**src/rtl/bhc_pkg.sv**
```systemverilog
package bhc_pkg;

    typedef enum logic [1:0] {
        ST_RUN  = 2'd0,
        ST_WAIT = 2'd1,
        ST_HELD = 2'd2,
        ST_REL  = 2'd3
    } hold_state_e;

    typedef struct packed {
        hold_state_e state;
        logic        ack;
    } fsm_regs_t;

endpackage

```
**src/rtl/bhc_hold_fsm.sv**
```systemverilog
module bhc_hold_fsm
    import bhc_pkg::*;
(
    input  logic clk,
    input  logic rst_n,
    input  logic hold_req,
    input  logic cycle_end,
    output logic bus_oe,
    output logic hold_ack,
    output logic core_stall
);

    fsm_regs_t regs_d, regs_q;

    always_comb begin
        regs_d = regs_q;
        case (regs_q.state)
            ST_RUN: begin
                if (hold_req) begin
                    regs_d.state = cycle_end ? ST_HELD : ST_WAIT;
                end
            end
            ST_WAIT: begin
                if (!hold_req) begin
                    regs_d.state = ST_RUN;
                end else if (cycle_end) begin
                    regs_d.state = ST_HELD;
                end
            end
            ST_HELD: begin
                if (!hold_req) begin
                    regs_d.state = ST_REL;
                end
            end
            default: begin
                regs_d.state = ST_RUN;
            end
        endcase
        // acknowledge only once the drivers have been off for a full cycle
        regs_d.ack = (regs_q.state == ST_HELD) && (regs_d.state == ST_HELD);
    end

    always_ff @(posedge clk or negedge rst_n) begin
        if (!rst_n) begin
            regs_q <= '{state: ST_RUN, ack: 1'b0};
        end else begin
            regs_q <= regs_d;
        end
    end

    assign bus_oe     = (regs_q.state == ST_RUN) || (regs_q.state == ST_WAIT);
    assign core_stall = (regs_q.state == ST_HELD) || (regs_q.state == ST_REL);
    assign hold_ack   = regs_q.ack;

endmodule

```
**src/rtl/bhc_tag_match.sv**
```systemverilog
module bhc_tag_match #(
    parameter int AW   = 16,
    parameter int NTAG = 4
) (
    input  logic [AW-1:0]      addr,
    input  logic [NTAG*AW-1:0] tag_addr,
    input  logic [NTAG-1:0]    tag_valid,
    output logic [NTAG-1:0]    way_hit
);

    for (genvar i = 0; i < NTAG; i++) begin : g_way
        assign way_hit[i] = tag_valid[i] && (tag_addr[i*AW +: AW] == addr);
    end

endmodule

```
**src/rtl/bhc_snoop.sv**
```systemverilog
module bhc_snoop #(
    parameter int DW   = 8,
    parameter int NTAG = 4
) (
    input  logic            clk,
    input  logic            rst_n,
    input  logic            sample,
    input  logic [NTAG-1:0] way_hit,
    input  logic            mode_upd,
    input  logic [DW-1:0]   wdata,
    output logic [NTAG-1:0] snoop_way,
    output logic            snoop_inv,
    output logic            snoop_upd,
    output logic [DW-1:0]   snoop_data
);

    typedef struct packed {
        logic [NTAG-1:0] way;
        logic            inv;
        logic            upd;
        logic [DW-1:0]   data;
    } snoop_regs_t;

    snoop_regs_t regs_d, regs_q;
    logic        any_hit;

    assign any_hit = |way_hit;

    always_comb begin
        regs_d      = regs_q;
        regs_d.way  = sample ? way_hit : '0;
        regs_d.inv  = sample && any_hit && !mode_upd;
        regs_d.upd  = sample && any_hit && mode_upd;
        if (sample) begin
            regs_d.data = wdata;
        end
    end

    always_ff @(posedge clk or negedge rst_n) begin
        if (!rst_n) begin
            regs_q <= '0;
        end else begin
            regs_q <= regs_d;
        end
    end

    assign snoop_way  = regs_q.way;
    assign snoop_inv  = regs_q.inv;
    assign snoop_upd  = regs_q.upd;
    assign snoop_data = regs_q.data;

endmodule

```
**src/rtl/bus_hold_ctrl.sv**
```systemverilog
module bus_hold_ctrl #(
    parameter int AW   = 16,
    parameter int DW   = 8,
    parameter int NTAG = 4
) (
    input  logic               clk,
    input  logic               rst_n,
    input  logic               hold_req,
    input  logic               cycle_end,
    input  logic               dma_wr,
    input  logic [AW-1:0]      dma_addr,
    input  logic [DW-1:0]      dma_wdata,
    input  logic               snoop_mode,
    input  logic [NTAG*AW-1:0] tag_addr,
    input  logic [NTAG-1:0]    tag_valid,
    output logic               bus_oe,
    output logic               hold_ack,
    output logic               core_stall,
    output logic [NTAG-1:0]    snoop_way,
    output logic               snoop_inv,
    output logic               snoop_upd,
    output logic [DW-1:0]      snoop_data
);

    logic [NTAG-1:0] way_hit;
    logic            snoop_sample;

    bhc_hold_fsm u_fsm (
        .clk        (clk),
        .rst_n      (rst_n),
        .hold_req   (hold_req),
        .cycle_end  (cycle_end),
        .bus_oe     (bus_oe),
        .hold_ack   (hold_ack),
        .core_stall (core_stall)
    );

    bhc_tag_match #(.AW(AW), .NTAG(NTAG)) u_match (
        .addr      (dma_addr),
        .tag_addr  (tag_addr),
        .tag_valid (tag_valid),
        .way_hit   (way_hit)
    );

    assign snoop_sample = dma_wr && hold_ack;

    bhc_snoop #(.DW(DW), .NTAG(NTAG)) u_snoop (
        .clk        (clk),
        .rst_n      (rst_n),
        .sample     (snoop_sample),
        .way_hit    (way_hit),
        .mode_upd   (snoop_mode),
        .wdata      (dma_wdata),
        .snoop_way  (snoop_way),
        .snoop_inv  (snoop_inv),
        .snoop_upd  (snoop_upd),
        .snoop_data (snoop_data)
    );

endmodule

```
**config.mk**
```make
export PLATFORM = sky130hd
export DESIGN_NAME = bus_hold_ctrl
export DESIGN_NICKNAME = d
export VERILOG_FILES = /design/src/rtl/bhc_pkg.sv /design/src/rtl/bhc_hold_fsm.sv /design/src/rtl/bhc_tag_match.sv /design/src/rtl/bhc_snoop.sv /design/src/rtl/bus_hold_ctrl.sv
export SDC_FILE = /design/constraint.sdc
export NUM_CORES = 1
export LEC_CHECK = 0
export ABC_AREA = 1
export BUFFER_PORTS_ARGS = -buffer_cell sky130_fd_sc_hd__buf_2
export CELL_PAD_IN_SITES_DETAIL_PLACEMENT = 1
export CELL_PAD_IN_SITES_GLOBAL_PLACEMENT = 2
export CORE_UTILIZATION = 19
export CTS_BUF_LIST = sky130_fd_sc_hd__clkbuf_4
export CTS_CLUSTER_SIZE = 40
export DETAILED_ROUTE_END_ITERATION = 16
export PLACE_DENSITY_LB_ADDON = 0.1
export SETUP_SLACK_MARGIN = 0.5
export SLEW_MARGIN = 20
export SYNTH_ARGS = -nofsm -noshare
export SYNTH_HDL_FRONTEND = slang
export SYNTH_HIERARCHICAL = 1
export SYNTH_SLANG_ARGS = --single-unit
```
**constraint.sdc**
```tcl
create_clock -name clk -period 1.1 [get_ports clk]
set_input_delay 0.165 -clock clk [delete_from_list [all_inputs] [get_ports clk]]
set_output_delay 0.165 -clock clk [all_outputs]
set_load 0.02 [all_outputs]
```
# After elaboration in Yosys (flattened, before gate mapping)
# Cells that the tools add are included.
[op_classes] eq_ne=8 n_mux=7 reduce_logical=14
[op_table] operator="$eq A16 B16 Y1" count=4
[op_table] operator="$mux W2" count=5
[op_table] operator="$logic_and A1 B1 Y1" count=9
[op_table] operator="$eq A2 B2 Y1 const B" count=3
[op_table] operator="$pmux W2 S3" count=1
[op_table] operator="$mux W4" count=1
[op_table] operator="$reduce_or A4 Y1" count=1
[op_table] operator="$eq A2 B1 Y1 const B" count=1
[op_table] operator="$logic_not A2 Y1" count=1
[op_table] operator="$logic_or A1 B1 Y1" count=2
[op_table] operator="$logic_not A1 Y1" count=1
[totals] regBits=17 inputBits=98 output_inout_bits=17 wordCells=35

# Longest topological paths before layout
# Gate-level depths: netlist (run 1).
[depth] depth_word=5 mapped_depth=13 depth_no_buf=12

# Cells and area by module
# The synthesis (run 1) kept the hierarchy.
[modules_own_cells] module="bhc_tag_match" n_inst=1 cells_per_inst=236 area_each_um2=1034.7 seq_area_each_um2=0.0
[modules_own_cells] module="bhc_snoop" n_inst=1 cells_per_inst=55 area_each_um2=528.0 seq_area_each_um2=350.3
[modules_own_cells] module="bhc_hold_fsm" n_inst=1 cells_per_inst=15 area_each_um2=126.4 seq_area_each_um2=75.1
[modules_own_cells] module="bus_hold_ctrl" n_inst=1 cells_per_inst=2 area_each_um2=7.5 seq_area_each_um2=0.0

# Least setup slack after synthesis (run 1)
# Ideal clock, no wire load.
[synth_path] path_type="input -> register" startpoint="input port dma_addr[1]" endpoint="register u_snoop.regs_q[8], in the netlist u_snoop/snoop_upd" setup_ps=71 arrival_time_ps=992 t_required_ps=1029 setup_slack_ps=36 stages=10 n_path_buf=1 cell_sequence="buf_4 -> xnor2_1 -> nand2_1 -> nor2_1 -> nand3_1 -> nor2_1 -> nor2_1 -> nand2_1 -> nand2_2 -> nor2_1"
[synth_lines] element="from (decl)" line="bus_hold_ctrl.sv:11" source="input logic [AW-1:0] dma_addr,"
[synth_lines] element="to (signal assigned)" line="bhc_snoop.sv:43" source="regs_q <= regs_d;"
[synth_lines] element="to (decl)" line="bhc_snoop.sv:24" source="snoop_regs_t regs_d, regs_q;"

# Worst setup path after layout (run 1)
[layout_path] startpoint="register u_fsm.regs_q[2]" endpoint="output port bus_oe"
[layout_between] elab_chain_cells=2 word_cells_on_any_way=3 classes_between="1 x eq/ne; 2 x reduce/logical"
[layout_rtl] element="from (decl)" line="bhc_hold_fsm.sv:13" source="fsm_regs_t regs_d, regs_q;"
[layout_rtl] element="from (signal assigned)" line="bhc_hold_fsm.sv:45" source="regs_q <= '{state: ST_RUN, ack: 1'b0};"
[layout_rtl] element="from (signal assigned)" line="bhc_hold_fsm.sv:47" source="regs_q <= regs_d;"
[layout_rtl] element="$eq A2 B1 Y1 or $logic_not A2 Y1 (tied branches)" line="bhc_hold_fsm.sv:51" source="assign bus_oe = (regs_q.state == ST_RUN) || (regs_q.state == ST_WAIT);"
[layout_rtl] element="$logic_or A1 B1 Y1 (*)" line="bhc_hold_fsm.sv:51"
[layout_rtl] element="to (decl)" line="bus_hold_ctrl.sv:16" source="output logic bus_oe,"
# Mark *: on every way between the ends. The rest lies on a longest branch, timed or not.

==> run_results.csv, run 1 <==
group,metric,value,unit
status,status,"finished, violations left",
status,violations,"hold timing",
routing,vias_per_cell,4.16,
cells_and_area,syn2layout_area_growth,84.6,%
global_route,gr-usage-met2,26.5,%
min_path,hold_class,"input port to asynchronous set/reset pin",
die,initial_core_util,19.6,%
sta,hold_viol,17,
global_route,grt_pass1_wl,10.7,mm
place,port_buffers,114,
logic_synthesis,ys_seq_area_share,25.1,%
cells_and_area,regArea,427,um^2
logic_synthesis,synth_area,1700,um^2
routing,ant_nets,0,
cells_and_area,multi_input_area,1210,um^2
clocking,cts_tree,"done",
worst_setup_path,cp.arrival,0.92,ns
worst_setup_path,crit_type,"flop to output port",
worst_setup_path,worst-r2r-setup-slack,0.11,ns
sta,max_slew_margin,72.5,%
logic_synthesis,synthCells,308,
die,dieArea,9310,um^2
global_route,antenna_found_initial,0,
global_route,grt-ovfl-total,0,
cells_and_area,drive_gt1_share,50.7,%
sta,tightest_slew,0.413,ns
clocking,cts.clk_slew.worst_paths,0.11,ns
logic_synthesis,syn_avg_cell_area,5.51,um^2
flow_run,maxCapViolations,0,
global_route,globalRoute.busiestLayer,"met2",
cells_and_area,nets,545,
routing,routed_wirelength,7.35,mm
sta,fin_crit_sh,98.4,%
logic_synthesis,postSynthNetCount,406,
place,gp_congestion,0.819,
logic_synthesis,synth_seq_cells,17,
routing,drt_first_pass_iters,4,
routing,vias,2306,
logic_synthesis,synth_edf_count,0,
global_route,grt_max_degree,22,
logic_synthesis,synth.top_cell.area_share,26.8,%
die,die_w,96.5,um
worst_setup_path,start_kind,"flop",
sta,setup_viol,0,
cells_and_area,antenna_cells,0,
power_and_ir_drop,ir_worst_vdd,0.500,mV
routing,wl_per_cell,13.3,um
die,io_pins,115,
worst_setup_path,worst-endpoint-required,0.94,ns
place,dp_hpwl,6.07,mm
logic_synthesis,yosys-top-cells-area,"nand2_1 (27%), dfrtp_1 (25%), inv_1 (14%), nor2_1 (7.7%), xor2_1 (6.2%)",
die,fp.dieH,96.5,um
place,pre_cts_ws,-0.330,ns
die,core-area,8680,um^2
logic_synthesis,yosys.area.top_type,"nand2_1",
routing,drc_errors,0,
sta,rsz0062_at_grt,"true",
global_route,grt_pass1_vias,2239,
logic_synthesis,ys_top_cells_by_count,"nand2_1 (121), inv_1 (62), nor2_1 (35)",
power_and_ir_drop,power_density,1060,nW/um^2
clocking,clkSinkCount,17,
power_and_ir_drop,leakage,0.00185,uW
place,dp.cells,538,
clocking,clock_latency,0.30,ns
global_route,globalRouteTotalUtil,15.3,%
clocking,cts_buffers,3,
sta,layout_setup_ws,0.0180,ns
sta,hold_slack,-0.228,ns
die,num_rows,34,
cells_and_area,n_fill_cell,1143,
routing,drt_iter0_drc,21,
logic_synthesis,yosys_warnings,6,
logic_synthesis,synth_most_common_cell,"nand2_1",
worst_setup_path,critical_path.max_fanout,4,
cells_and_area,layoutNonFillerInstCount,554,
clocking,cts_root_buf,"clkbuf_4",
clocking,htreeDepth,1,
worst_setup_path,cp-end-kind,"output port",
sta,period_minus_slack,1.08,ns
clocking,clockBufferDepth,2,
logic_synthesis,yosys_most_used_dff,"dfrtp_1",
cells_and_area,utilization,36.1,%
sta,worst_clock_skew,0.0123,ns
logic_synthesis,synth.distinct_cells,19,
logic_synthesis,async_flop_share,100,%
sta,maxClockFrequency,924,MHz
global_route,use_met3,2.74,%
sta,slew_violations,0,
global_route,grt_util_met1,20.1,%
-- cell usage in the layout (no fill, tap or decap), types with 2 or more instances in the layout --
cell and instances:
nand2_1 90, buf_2 77, inv_1 48, buf_6 37, nand2_2 26, nor2_1 24, buf_4 17, dfrtp_1 16
inv_2 13, nor2_2 13, xor2_1 11, o22ai_1 8, o21ai_2 7, nand3_1 6, o21ai_0 6, nand2_4 6
inv_4 5, buf_8 4, clkbuf_4 3, nand3_2 3, xnor2_1 3, clkinv_8 2, inv_8 2, nor3_1 2
o21ai_1 2, a21oi_1 2, nand4_1 2, xnor2_2 2, nor2_4 2
-- worst max-delay path: stages (launching register included) --
cell and delay [ns]:
dfrtp_1 0.43, inv_2 0.09, buf_6 0.11
-- cell families (layout without fill, tap and decap cells) --
family                    after synthesis  in the layout  synth area share, %
xor gates and xnor gates               17             17                 8.78
and+or+nand+nor                       175            175                 40.7
AOI/OAI and AO/OA                      26             26                 8.41
DFF                                    17             17                 25.1
buffers and inverters                  73            211                 17.0
-- power by group --
part / switching (uW) / total (uW) / internal, uW
Clock: 211 / 346 / 136
Sequential: 138 / 949 / 811
Combinational: 1010 / 2030 / 1020
Total: 1360 / 3330 / 1970
-- flip-flops by register name, summed over array words and instances, names as in the netlist --
register            flops
u_fsm/regs_q            2
u_snoop/snoop_way       4
u_snoop/snoop_data      8
u_fsm/hold_ack          1
u_snoop/snoop_upd       1
u_snoop/snoop_inv       1
-- routing by layer --
layer  wire, um  part of all wire, %
met4         28                 0.38
met2       3580                   49
met3        439                  6.0
met5          0                    0
met1       3300                   45
-- metrics by stage --
stage	hold WS (ns)	area (um^2)	power [uW]	TNS, ns
final	-0.228	3130	3330	0
after global routing	-0.231	3130	3600	-0.0547
after CTS	-0.227	2860	2990	0
after detailed placement	0.116	2480	2230	-1.55
after global placement	0.113	2480	2210	-1.47
after floorplan	-0.131	1720	1680	0
-- final timing paths --
check,start,endpoint,cells past startpoint
min in group clk,snoop_mode,u_snoop/snoop_inv$_DFF_PN0_,2
max in group asynchronous,rst_n,u_fsm/hold_ack$_DFF_PN0_,1
max reg2reg,u_fsm/hold_ack$_DFF_PN0_,u_snoop/snoop_data[7]$_DFFE_PN0P_,4
max,u_fsm/regs_q[2]$_DFF_PN0_,bus_oe,2
min,rst_n,u_snoop/snoop_data[6]$_DFFE_PN0P_,1
min reg2reg,u_fsm/regs_q[1]$_DFF_PN0_,u_fsm/regs_q[1]$_DFF_PN0_,3
-- what timing repair did --
action                                  CTS  global route
gates cloned                              0             2
endpoints found under the setup margin   34            34
endpoints found under the hold margin    17            17
gates resized for setup                 117            56
pin swaps                                41            35
setup buffers                             3             7
-- final cells by class --
class	instances	share of cell area, %
clock buffer	3	0.719
clock inverter	1	0.160
inverter	69	9.47
multi-input combinational	218	38.6
sequential	17	13.6
tap	108	4.31
timing repair buffer	136	32.2
timing repair inverter	2	0.879
No activity file was read; power rests on OpenSTA's default activity.
==> inputs of run 2 (changes only) <==
--- a/config.mk
+++ b/config.mk
@@ -20,3 +20,2 @@
 export SYNTH_HDL_FRONTEND = slang
-export SYNTH_HIERARCHICAL = 1
 export SYNTH_SLANG_ARGS = --single-unit
==> constraint.sdc (replaced) <==
create_clock -name clk -period 1.1 [get_ports clk]
set_input_delay 0 -clock clk [delete_from_list [all_inputs] [get_ports clk]]
set_output_delay 0 -clock clk [all_outputs]
set_load 0.02 [all_outputs]
==> run 2 against run 1 <==
The run still ends with hold timing left; die area down 0.15%; maximum frequency up 4.5%; largest cell class unchanged; sequential power down 3.5%; clock skew up 0.00091 ns; sequential share of layout area up 2.2 points; synthesized area down 0.15%; flip-flop and latch count unchanged; total power down 18%; via count down 6.1%; setup slack better by 0.047 ns; utilization down 4.9 points; register-to-register slack worse by 0.05 ns.
==> run_results.csv, run 2 <==
group,metric,value,unit
worst_setup_path,cpPeakStageDelay,0.47,ns
routing,wl_per_cell,12.5,um
routing,drt_iter0_drc,41,
global_route,grt_pass1_vias,2148,
global_route,globalRouteTotalUtil,14.6,%
logic_synthesis,yosys.area.top_type,"nand2_1",
worst_setup_path,cp.arrival,1.20,ns
cells_and_area,final_cell_mix,"nand2_1 (133), buf_2 (98), inv_1 (42)",
logic_synthesis,synth_compound_area_share,6.13,%
routing,drc_errors,0,
place,gp_congestion,0.780,
logic_synthesis,ys_seq_area_share,25.1,%
logic_synthesis,synth.distinct_cells,20,
clocking,cts_tree,"done",
logic_synthesis,ys_top_cells_by_count,"nand2_1 (134), inv_1 (43), nor2_1 (38)",
worst_setup_path,start_kind,"flop",
routing,ant_nets,0,
die,io_pins,115,
power_and_ir_drop,total_power,2730,uW
min_path,holdPathStages,2,
clocking,cts_hold_buf,2,
routing,drt_first_pass_iters,4,
flow_run,maxCapViolations,0,
die,fp.dieH,96.4,um
logic_synthesis,synth-simple-area-share,43.1,%
logic_synthesis,syn_avg_cell_area,5.59,um^2
logic_synthesis,yosys-top-cells-area,"nand2_1 (30%), dfrtp_1 (25%), inv_1 (9.5%), nor2_1 (8.4%), xor2_1 (6.7%)",
logic_synthesis,synth.area.mux_share,5.32,%
worst_setup_path,crit_slowest_cell,"dfrtp_2",
clocking,htreeDepth,1,
worst_setup_path,reg2reg_depth,2,
place,dp.cells,529,
cells_and_area,nets,527,
sta,tightest_slew,0.383,ns
logic_synthesis,postSynthNetCount,401,
place,dp_hpwl,6.03,mm
clocking,clockBufferDepth,2,
clocking,cts_buffers,3,
status,status,"finished, violations left",
die,num_rows,34,
logic_synthesis,synthAdderAreaFrac,0,%
sta,hold_slack,-0.101,ns
sta,setup_viol,0,
routing,vias_per_cell,4.04,
logic_synthesis,synth.top_cell.area_share,29.7,%
logic_synthesis,yosys_warnings,0,
logic_synthesis,synth_edf_count,0,
power_and_ir_drop,ir_worst_vdd,0.433,mV
die,core-area,8680,um^2
sta,hold_viol,10,
clocking,clkSinkCount,17,
logic_synthesis,synth_most_common_cell,"nand2_1",
min_path,hold_class,"input port to flop",
worst_setup_path,r2r_start,"u_fsm.hold_ack$_DFF_PN0_",
global_route,globalRoute.busiestLayer,"met2",
worst_setup_path,crit_type,"flop to flop",
cells_and_area,drive_gt1_share,39.0,%
die,dieArea,9300,um^2
sta,max_slew_margin,74.2,%
power_and_ir_drop,power_density,1010,nW/um^2
worst_setup_path,path_cells,"nand2_4 > mux2_4",
global_route,grt_max_degree,18,
cells_and_area,antenna_cells,0,
worst_setup_path,worst-r2r-setup-slack,0.06,ns
cells_and_area,layout_commonest_cell,"nand2_1",
sta,fin_crit_sh,94.1,%
global_route,gr-usage-met2,26.8,%
routing,routed_wirelength,6.72,mm
place,port_buffers,114,
global_route,grt_util_met1,18.7,%
sta,maxClockFrequency,966,MHz
sta,worst_clock_skew,0.0132,ns
cells_and_area,largest_reg_flops,8,
die,die_w,96.4,um
cells_and_area,utilization,31.2,%
min_path,min_from,"snoop_mode",
routing,vias,2165,
logic_synthesis,synthCells,303,
sta,period_minus_slack,1.04,ns
logic_synthesis,yosys_most_used_dff,"dfrtp_1",
global_route,antenna_found_initial,0,
logic_synthesis,synth_top_family_by_area,"simple AND/OR/NAND/NOR gates",
logic_synthesis,synth_area,1690,um^2
cells_and_area,syn2layout_area_growth,59.6,%
sta,slew_violations,0,
logic_synthesis,synth_xor_area_share,6.72,%
clocking,clock_latency,0.28,ns
worst_setup_path,cp-end-kind,"flop",
clocking,cts_root_buf,"clkbuf_4",
global_route,grt_pass1_wl,10.2,mm
clocking,postCtsSetupRepairBufs,0,
global_route,grt-ovfl-total,0,
worst_setup_path,critical_path.max_fanout,5,
die,initial_core_util,19.5,%
clocking,cts.clk_slew.worst_paths,0.10,ns
worst_setup_path,r2r_end,"u_snoop.snoop_data[6]$_DFFE_PN0P_",
logic_synthesis,async_flop_share,100,%
sta,rsz0062_at_grt,"true",
status,violations,"hold timing",
worst_setup_path,worst-endpoint-required,1.26,ns
global_route,use_met3,1.56,%
power_and_ir_drop,leakage,0.00167,uW
min_path,min_to,"u_snoop.snoop_inv$_DFF_PN0_",
cells_and_area,layoutNonFillerInstCount,536,
logic_synthesis,synth_seq_cells,17,
[run 2: changes by cell type after synthesis, sizes merged, moves of 3 or more]
cell,delta
inv,-12
mux2,+8
nand2,+11
nand3,-5
nor3,+4
o211ai,+3
o22ai,-7
xnor2,-5
[run 2: worst max path at each step]
stage                             startpoint                                 to  slack [ns]
floorplan           u_fsm.hold_ack$_DFF_PN0_  u_snoop.snoop_data[3]$_DFFE_PN0P_       -0.01
global placement                dma_addr[13]        u_snoop.snoop_inv$_DFF_PN0_       -0.06
detailed placement              dma_addr[13]        u_snoop.snoop_inv$_DFF_PN0_       -0.07
CTS                 u_fsm.hold_ack$_DFF_PN0_  u_snoop.snoop_data[6]$_DFFE_PN0P_        0.06
global route        u_fsm.hold_ack$_DFF_PN0_  u_snoop.snoop_data[6]$_DFFE_PN0P_        0.04
finish              u_fsm.hold_ack$_DFF_PN0_  u_snoop.snoop_data[6]$_DFFE_PN0P_        0.06
[run 2: cells by family after synthesis]
logic type	Yosys count
compound gates	19
xor+xnor	13
buf+inv	60
flops	17
mux	8
simple gates	186
[run 2: routing by layer]
metal  up-vias  wire, um
li1       1152         -
met1       950      3040
met2        61      3310
met3         2       338
met4         0        29
met5         -         0
[run 2: where the power goes]
group	internal [uW]	switching [uW]	leakage [uW]
clock	135	184	0.0000177
sequential	791	125	0.000216
combinational	789	707	0.00144
total	1720	1020	0.00167
[run 2: cell type report]
type	instances	area, um^2
multi-input cells	227	1150
fillers	1163	5970
clock buffers	3	22.5
inverters	57	214
flip-flops and latches	17	427
well taps	108	135
repair buffers	123	751
clock inverters	1	5.00
[run 2: critical path: cells and delay by family (launching register included)]
kind	cells	cell delay, ns
flip-flops	1	0.47
AND/OR/NAND/NOR	1	0.13
multiplexers	1	0.31
[run 2: timing repair]
item | CTS | global route
hold endpoints to repair | 30 | 11
pin swaps | 8 | 0
endpoints found under the setup margin | 34 | 34
resized for setup | 46 | 7
cloned | 1 | 0
[run 2: through the flow]
step / setup slack, ns / setup TNS, ns / cell area [um^2]
finish: 0.0650 / 0 / 2700
CTS: 0.0596 / 0 / 2670
detailed placement: -0.0665 / -0.128 / 2470
global placement: -0.0633 / -0.126 / 2470
global route: 0.0411 / 0 / 2700
floorplan: -0.0145 / -0.0582 / 1730
